## src/rtl/prx_pkg.sv

```systemverilog
package prx_pkg;

  typedef enum logic [1:0] {
    JUST_RZERO = 2'd0,
    JUST_RSIGN = 2'd1,
    JUST_LEFT  = 2'd2,
    JUST_SPARE = 2'd3
  } just_e;

endpackage

```

## src/rtl/prx_capture.sv

```systemverilog
module prx_capture #(
  parameter int DATA_W = 16
) (
  input  logic              clk,
  input  logic              rst,
  input  logic [DATA_W-1:0] pin_data,
  input  logic              pin_start,
  input  logic              pin_enable,
  input  logic              start_en,
  input  logic              start_pol,
  input  logic              enable_en,
  input  logic              enable_pol,
  output logic [DATA_W-1:0] rise_data,
  output logic [DATA_W-1:0] fall_data,
  output logic              beat_valid,
  output logic              beat_sof
);

  logic [DATA_W-1:0] rise_q;
  logic [DATA_W-1:0] fall_q;
  logic              start_q;
  logic              enable_q;
  logic              live_q;
  logic              sof_pend_q;
  logic              start_hit;

  // rising-edge pin register, strobes sampled with the data
  always_ff @(posedge clk) begin
    rise_q   <= pin_data;
    start_q  <= pin_start;
    enable_q <= pin_enable;
  end

  // falling-edge pin register for the second half of a double rate cycle
  always_ff @(negedge clk) begin
    fall_q <= pin_data;
  end

  always_comb begin
    start_hit  = live_q && start_en && (start_q == start_pol);
    beat_valid = live_q && (!enable_en || (enable_q == enable_pol));
    beat_sof   = beat_valid && (start_hit || sof_pend_q);
  end

  always_ff @(posedge clk) begin
    if (rst) begin
      live_q     <= 1'b0;
      sof_pend_q <= 1'b0;
    end else begin
      live_q <= 1'b1;
      if (beat_valid)
        sof_pend_q <= 1'b0;
      else if (start_hit)
        sof_pend_q <= 1'b1;
    end
  end

  assign rise_data = rise_q;
  assign fall_data = fall_q;

endmodule

```

## src/rtl/prx_justify.sv

```systemverilog
module prx_justify
  import prx_pkg::*;
#(
  parameter int DATA_W = 16,
  parameter int WW     = 5
) (
  input  logic [WW-1:0]     width_i,
  input  just_e             mode,
  input  logic [DATA_W-1:0] raw,
  output logic [DATA_W-1:0] word
);

  localparam logic [DATA_W:0] ONE = 1;
  localparam logic [WW-1:0]   FULL = WW'(DATA_W);

  logic [DATA_W:0]   ones;
  logic [DATA_W-1:0] mask;
  logic [DATA_W-1:0] kept;
  logic [DATA_W-1:0] top_vec;

  always_comb begin
    ones    = (ONE << width_i) - ONE;
    mask    = ones[DATA_W-1:0];
    kept    = raw & mask;
    top_vec = kept >> (width_i - WW'(1));
    unique case (mode)
      JUST_RSIGN: word = top_vec[0] ? (kept | ~mask) : kept;
      JUST_LEFT:  word = kept << (FULL - width_i);
      default:    word = kept;
    endcase
  end

endmodule

```

## src/rtl/prx_fifo.sv

```systemverilog
module prx_fifo #(
  parameter int WIDTH     = 34,
  parameter int DEPTH     = 8,
  parameter int WAIT_FREE = 2
) (
  input  logic             clk,
  input  logic             rst,
  input  logic             wr_en,
  input  logic [WIDTH-1:0] wr_data,
  input  logic             rd_en,
  output logic [WIDTH-1:0] rd_data,
  output logic             empty,
  output logic [$clog2(DEPTH):0] level,
  input  logic             wait_en,
  input  logic             wait_pol,
  output logic             wait_o
);

  localparam int AW = $clog2(DEPTH);
  localparam int LW = AW + 1;

  logic [WIDTH-1:0] mem [DEPTH];
  logic [AW-1:0]    wr_ptr;
  logic [AW-1:0]    rd_ptr;
  logic [LW-1:0]    level_q;
  logic [LW-1:0]    level_next;
  logic [LW-1:0]    free_next;
  logic             full;
  logic             do_wr;
  logic             do_rd;
  logic             busy_next;

  always_comb begin
    full       = (level_q == LW'(DEPTH));
    empty      = (level_q == '0);
    do_wr      = wr_en && !full;
    do_rd      = rd_en && !empty;
    level_next = level_q + LW'(do_wr) - LW'(do_rd);
    free_next  = LW'(DEPTH) - level_next;
    busy_next  = wait_en && (free_next <= LW'(WAIT_FREE));
  end

  // storage without reset so a RAM can be inferred
  always_ff @(posedge clk) begin
    if (do_wr)
      mem[wr_ptr] <= wr_data;
  end

  assign rd_data = mem[rd_ptr];

  always_ff @(posedge clk) begin
    if (rst) begin
      wr_ptr  <= '0;
      rd_ptr  <= '0;
      level_q <= '0;
      wait_o  <= !wait_pol;
    end else begin
      if (do_wr)
        wr_ptr <= (wr_ptr == AW'(DEPTH - 1)) ? '0 : wr_ptr + AW'(1);
      if (do_rd)
        rd_ptr <= (rd_ptr == AW'(DEPTH - 1)) ? '0 : rd_ptr + AW'(1);
      level_q <= level_next;
      wait_o  <= busy_next ? wait_pol : !wait_pol;
    end
  end

  assign level = level_q;

endmodule

```

## src/rtl/prx_unpack.sv

```systemverilog
module prx_unpack #(
  parameter int DATA_W = 16
) (
  input  logic                  clk,
  input  logic                  rst,
  input  logic                  fifo_empty,
  input  logic [2*DATA_W+1:0]   fifo_entry,
  output logic                  fifo_pop,
  output logic [DATA_W-1:0]     m_data,
  output logic                  m_sof,
  output logic                  m_valid,
  input  logic                  m_ready
);

  localparam int EW = 2 * DATA_W + 2;

  logic              advance;
  logic              hi_pend;
  logic [DATA_W-1:0] hi_data;
  logic              e_sof;
  logic              e_pair;
  logic [DATA_W-1:0] e_hi;
  logic [DATA_W-1:0] e_lo;

  always_comb begin
    e_sof    = fifo_entry[EW-1];
    e_pair   = fifo_entry[EW-2];
    e_hi     = fifo_entry[2*DATA_W-1:DATA_W];
    e_lo     = fifo_entry[DATA_W-1:0];
    advance  = !m_valid || m_ready;
    fifo_pop = advance && !hi_pend && !fifo_empty;
  end

  always_ff @(posedge clk) begin
    if (rst) begin
      m_valid <= 1'b0;
      m_sof   <= 1'b0;
      m_data  <= '0;
      hi_pend <= 1'b0;
      hi_data <= '0;
    end else if (advance) begin
      if (hi_pend) begin
        m_data  <= hi_data;
        m_sof   <= 1'b0;
        m_valid <= 1'b1;
        hi_pend <= 1'b0;
      end else if (!fifo_empty) begin
        m_data  <= e_lo;
        m_sof   <= e_sof;
        m_valid <= 1'b1;
        hi_pend <= e_pair;
        hi_data <= e_hi;
      end else begin
        m_valid <= 1'b0;
        m_sof   <= 1'b0;
      end
    end
  end

endmodule

```

## src/rtl/prx_channel.sv

```systemverilog
module prx_channel
  import prx_pkg::*;
#(
  parameter int DATA_W    = 16,
  parameter int MIN_W     = 8,
  parameter int DEPTH     = 8,
  parameter int WAIT_FREE = 2
) (
  input  logic                       clk,
  input  logic                       rst,
  input  logic [$clog2(DATA_W+1)-1:0] cfg_width,
  input  logic [1:0]                 cfg_just,
  input  logic                       cfg_ddr,
  input  logic                       cfg_start_en,
  input  logic                       cfg_start_pol,
  input  logic                       cfg_enable_en,
  input  logic                       cfg_enable_pol,
  input  logic                       cfg_wait_en,
  input  logic                       cfg_wait_pol,
  input  logic [DATA_W-1:0]          pin_data,
  input  logic                       pin_start,
  input  logic                       pin_enable,
  output logic                       pin_wait,
  output logic [DATA_W-1:0]          m_data,
  output logic                       m_sof,
  output logic                       m_valid,
  input  logic                       m_ready
);

  localparam int WW      = $clog2(DATA_W + 1);
  localparam int LW      = $clog2(DEPTH) + 1;
  localparam int ENTRY_W = 2 * DATA_W + 2;
  localparam int LANES   = 2;

  logic [WW-1:0]      width_c;
  logic [DATA_W-1:0]  rise_data;
  logic [DATA_W-1:0]  fall_data;
  logic               beat_valid;
  logic               beat_sof;
  logic [DATA_W-1:0]  lane_raw  [LANES];
  logic [DATA_W-1:0]  lane_word [LANES];
  logic [ENTRY_W-1:0] wr_entry;
  logic [ENTRY_W-1:0] rd_entry;
  logic               fifo_empty;
  logic               fifo_pop;
  logic [LW-1:0]      fifo_level;
  just_e              mode;

  always_comb begin
    if (cfg_width < WW'(MIN_W))
      width_c = WW'(MIN_W);
    else if (cfg_width > WW'(DATA_W))
      width_c = WW'(DATA_W);
    else
      width_c = cfg_width;
    mode = just_e'(cfg_just);
  end

  prx_capture #(.DATA_W(DATA_W)) i_capture (
    .clk        (clk),
    .rst        (rst),
    .pin_data   (pin_data),
    .pin_start  (pin_start),
    .pin_enable (pin_enable),
    .start_en   (cfg_start_en),
    .start_pol  (cfg_start_pol),
    .enable_en  (cfg_enable_en),
    .enable_pol (cfg_enable_pol),
    .rise_data  (rise_data),
    .fall_data  (fall_data),
    .beat_valid (beat_valid),
    .beat_sof   (beat_sof)
  );

  assign lane_raw[0] = rise_data;
  assign lane_raw[1] = fall_data;

  // one formatter per edge lane
  for (genvar g = 0; g < LANES; g++) begin : g_lane
    prx_justify #(.DATA_W(DATA_W), .WW(WW)) i_justify (
      .width_i (width_c),
      .mode    (mode),
      .raw     (lane_raw[g]),
      .word    (lane_word[g])
    );
  end

  // entry: {sof, pair, falling word, rising word}
  assign wr_entry = {beat_sof, cfg_ddr, lane_word[1], lane_word[0]};

  prx_fifo #(
    .WIDTH     (ENTRY_W),
    .DEPTH     (DEPTH),
    .WAIT_FREE (WAIT_FREE)
  ) i_fifo (
    .clk      (clk),
    .rst      (rst),
    .wr_en    (beat_valid),
    .wr_data  (wr_entry),
    .rd_en    (fifo_pop),
    .rd_data  (rd_entry),
    .empty    (fifo_empty),
    .level    (fifo_level),
    .wait_en  (cfg_wait_en),
    .wait_pol (cfg_wait_pol),
    .wait_o   (pin_wait)
  );

  prx_unpack #(.DATA_W(DATA_W)) i_unpack (
    .clk        (clk),
    .rst        (rst),
    .fifo_empty (fifo_empty),
    .fifo_entry (rd_entry),
    .fifo_pop   (fifo_pop),
    .m_data     (m_data),
    .m_sof      (m_sof),
    .m_valid    (m_valid),
    .m_ready    (m_ready)
  );

endmodule

```

## config.mk

```make
export PLATFORM = sky130hd
export DESIGN_NAME = prx_channel
export DESIGN_NICKNAME = d
export VERILOG_FILES = /design/src/rtl/prx_pkg.sv /design/src/rtl/prx_capture.sv /design/src/rtl/prx_justify.sv /design/src/rtl/prx_fifo.sv /design/src/rtl/prx_unpack.sv /design/src/rtl/prx_channel.sv
export SDC_FILE = /design/constraint.sdc
export NUM_CORES = 1
export LEC_CHECK = 0
export BUFFER_PORTS_ARGS = -buffer_cell sky130_fd_sc_hd__buf_2
export CORE_MARGIN = 2
export CORE_UTILIZATION = 55
export DETAILED_ROUTE_END_ITERATION = 10
export GPL_ROUTABILITY_DRIVEN = 1
export HOLD_SLACK_MARGIN = 0.15
export PLACE_DENSITY = 0.75
export REMOVE_ABC_BUFFERS = 1
export SLEW_MARGIN = 10
export SYNTH_ARGS = -nofsm -noshare
export SYNTH_HDL_FRONTEND = slang
export SYNTH_SLANG_ARGS = --single-unit
```

## constraint.sdc

```tcl
create_clock -name clk -period 4.6 [get_ports clk]
set_clock_uncertainty 0.05 [all_clocks]
set_input_delay 0.92 -clock clk [delete_from_list [all_inputs] [get_ports clk]]
set_output_delay 0.92 -clock clk [all_outputs]
set_load 0.01 [all_outputs]
```

==> impl_metrics.env <==
export IMPL_worst_pin_slew_ps=1030
export IMPL_insertedDiodeCount=0
export IMPL_endpoint_kind="register"
export IMPL_die_w_um=172
export IMPL_antenna_found_initial=0
export IMPL_maxSlewViolCount=0
export IMPL_hold_path_depth=2
export IMPL_cts_tree="done"
export IMPL_ctsHoldBuffers=0
export IMPL_cpPeakStageDelay_ps=340
export IMPL_synth_simple_area_share=0.0741
export IMPL_drc_errors=0
export IMPL_grt_pass1_vias=9553
export IMPL_ys_seq_area_frac=0.633
export IMPL_clk_latency_ps=590
export IMPL_cts_buffers_inserted=38
export IMPL_finalHoldViolations=0
export IMPL_reg2reg_to="i_fifo.mem[3][30]"
export IMPL_vdd_drop_max_uv=351
export IMPL_place_hpwl_um=22000
export IMPL_required_ps=4880
export IMPL_clockBufferDepth=3
export IMPL_area_delta_synth_final_pct=15.8
export IMPL_die_h_um=172
export IMPL_syn_area_um2=15600
export IMPL_critPathLaunchType="register"
export IMPL_setup_violations=0
export IMPL_crit_type="reg2reg"
export IMPL_crit_fanout=8
export IMPL_synthAdderAreaFrac=0.0189
export IMPL_clk_pin_slew_worst_paths_ps=60
export IMPL_pre_cts_ws_ps=-7.79
export IMPL_fin_nets=1227
export IMPL_rsz0062_at_grt="true"
export IMPL_detail_route_wl_per_cell_um=22.9
export IMPL_grt_busiest_layer="met2"
export IMPL_synth_compound_area_frac=0.0970
export IMPL_pin_count=54
export IMPL_met1_usage=0.355
export IMPL_cts_root_buffer="clkbuf_16"
export IMPL_dp_cells=1492
export IMPL_synth_area_per_cell_um2=14.5
export IMPL_fp_coreArea_um2=27900
export IMPL_ys_flop_type="edfxtp_1"
export IMPL_async_flop_share=0
export IMPL_drt_iter0_markers=951
export IMPL_grt_max_degree=47
export IMPL_ys_seq_elements=357
export IMPL_drtPass1Iterations=7
export IMPL_holdWs_ps=398
export IMPL_num_vias=9940
export IMPL_gp_congestion=0.950
export IMPL_finalInstanceArea_um2=18100
export IMPL_cts_num_sinks=357
export IMPL_slowest_stage="or3_4"
export IMPL_finalNonFillerCells=1576
export IMPL_p_per_area_nw_per_um2=542
export IMPL_synth_warning_count=0
export IMPL_crit_chain="nor2b_4 -> mux4_2 -> nor2_2 -> or3_4 -> a21oi_4 -> o211ai_4 -> o211ai_4"
export IMPL_cts_htree_levels=2
export IMPL_arrival_ps=4800
export IMPL_met2_usage=0.411
export IMPL_hold_path_class="reg2reg"
export IMPL_status="finished, final reports clean"
export IMPL_grtUsageMet3=0.0357
export IMPL_rows=61
export IMPL_grt_pass1_wl_um=56000
export IMPL_syn_instance_count=1075
export IMPL_dpl_instance_area_um2=16600
export IMPL_worstHoldStart="i_unpack.m_data[13]"
export IMPL_fin_ws_ps=85.5
export IMPL_drive_gt1_frac=0.250
export IMPL_r2r_setup_slack_ps=90
export IMPL_synth_top_family_by_area="multiplexers"
export IMPL_layout_common_cells="272 x edfxtp_1, 92 x nand2_1, 81 x dfxtp_1"
export IMPL_final_common_cell="edfxtp_1"
export IMPL_max_cap_violations=0
export IMPL_cp_startpoint="i_capture.fall_data[1]"
export IMPL_grt_ovfl_total=0
export IMPL_netlist_area_leader_share=0.524
export IMPL_post_route_util=0.648
export IMPL_crit_path_frequent_cell="o211ai_4"
export IMPL_synth_area_leader_cell="edfxtp_1"
export IMPL_r2r_start="i_capture.fall_data[1]"
export IMPL_dieArea_um2=29700
export IMPL_grt_total_usage=0.252
export IMPL_synth_edf_count=272
export IMPL_ys_types=74
export IMPL_fill_cells=1960
export IMPL_synthTopCellsByArea="edfxtp_1 52%, mux4_2 11%, dfxtp_1 11%"
export IMPL_final_antenna_net_count=0
export IMPL_viasPerCell=6.31
export IMPL_finalPower_mw=9.79
export IMPL_holdPathEnd="i_unpack.m_data[13]"
export IMPL_fin_setup_tns_ps=0
export IMPL_routed_wl_um=36100
export IMPL_synth_mux_area_frac=0.145
export IMPL_portBuffers=53
export IMPL_initial_core_util=0.560
export IMPL_reg2reg_depth=7
export IMPL_postCtsSetupBuffers=0
export IMPL_power_static_leakage_nw=6.26
export IMPL_max_slew_margin=0.313
export IMPL_synth_xor_area_frac=0.00618
flip-flops by register name, indices dropped and copies added, names as in the netlist, 3 cells and up, named ones only:
signal / count
i_fifo.rd_ptr: 3
i_fifo.wr_ptr: 3
i_fifo.level: 4
i_unpack.m_data: 16
i_unpack.hi_data: 16
i_capture.fall_data: 16
i_fifo.mem: 272
i_capture.rise_data: 16
how the worst max path moves through the flow:
stage,to,slack (ps),cells after the start
6_report,i_fifo.mem[3][30],90,7
5_1_grt,i_fifo.mem[6][30],-6,7
2_1_floorplan,i_fifo.mem[0][27],-710,11
4_1_cts,i_fifo.mem[4][29],30,8
3_3_place_gp,i_fifo.mem[0][30],60,7
3_5_place_dp,i_fifo.mem[5][27],-8,8
cell families (layout without fill, tap and decap cells):
family	Yosys count	count (layout)
DFF	357	357
and+or+nand+nor	248	248
other	1	2
xor gates and xnor gates	11	11
AOI/OAI and AO/OA	206	206
muxes	131	131
buffers and inverters	98	220
adders and majority gates	23	23
critical path, delay by kind of cell (launching register included):
kind / cells / cell delay (ps)
compound gates: 3 / 730
flops: 1 / 320
simple gates: 3 / 540
mux: 1 / 320
layer usage:
layer  part of all wire  vias to the layer above
met5                  0                        -
met4              0.024                        0
met3              0.075                       76
met2               0.49                      477
met1               0.41                     5002
li1                   -                     4385
what timing repair did:
action | CTS | global route
pin swaps | 0 | 3
setup endpoints to repair | 48 | 72
resized for setup | 7 | 14
layout make-up:
| cell class | count | area (um^2) | share of cell area |
|---|---|---|---|
| Clock buffer | 52 | 1070 | 0.0590 |
| Timing Repair Buffer | 111 | 792 | 0.0439 |
| Sequential cell | 357 | 9880 | 0.547 |
| Inverter | 24 | 90.1 | 0.00499 |
| Multi-Input combinational cell | 621 | 5490 | 0.304 |
| Tap cell | 378 | 473 | 0.0262 |
| Clock inverter | 33 | 270 | 0.0150 |
power by group:
part           internal, mW  switching [mW]  total (mW)
clock network          1.86            1.27        3.13
logic                  1.19            1.41        2.61
registers              3.81           0.238        4.05
total                  6.86            2.93        9.79
cell usage after synthesis, types with 5 or more instances:
library cell and n:
buf_1 9, nand4_1 5, xnor2_1 9, nor2b_1 5, o221ai_1 6, inv_1 22
ha_1 22, a22oi_1 5, nand3_1 29, o21ai_0 39, edfxtp_1 272, and2_1 11
nor2_1 52, buf_2 11, o211ai_2 7, o211ai_1 12, clkbuf_1 51, a211oi_1 20
and3_1 10, a31oi_1 14, nand2_1 92, dfxtp_1 85, mux4_2 76, a21oi_1 39
mux2i_1 51, o21ai_1 6, nor3_1 12, nand2b_1 9, nor4_1 5
(Power assumes the default switching activity.)
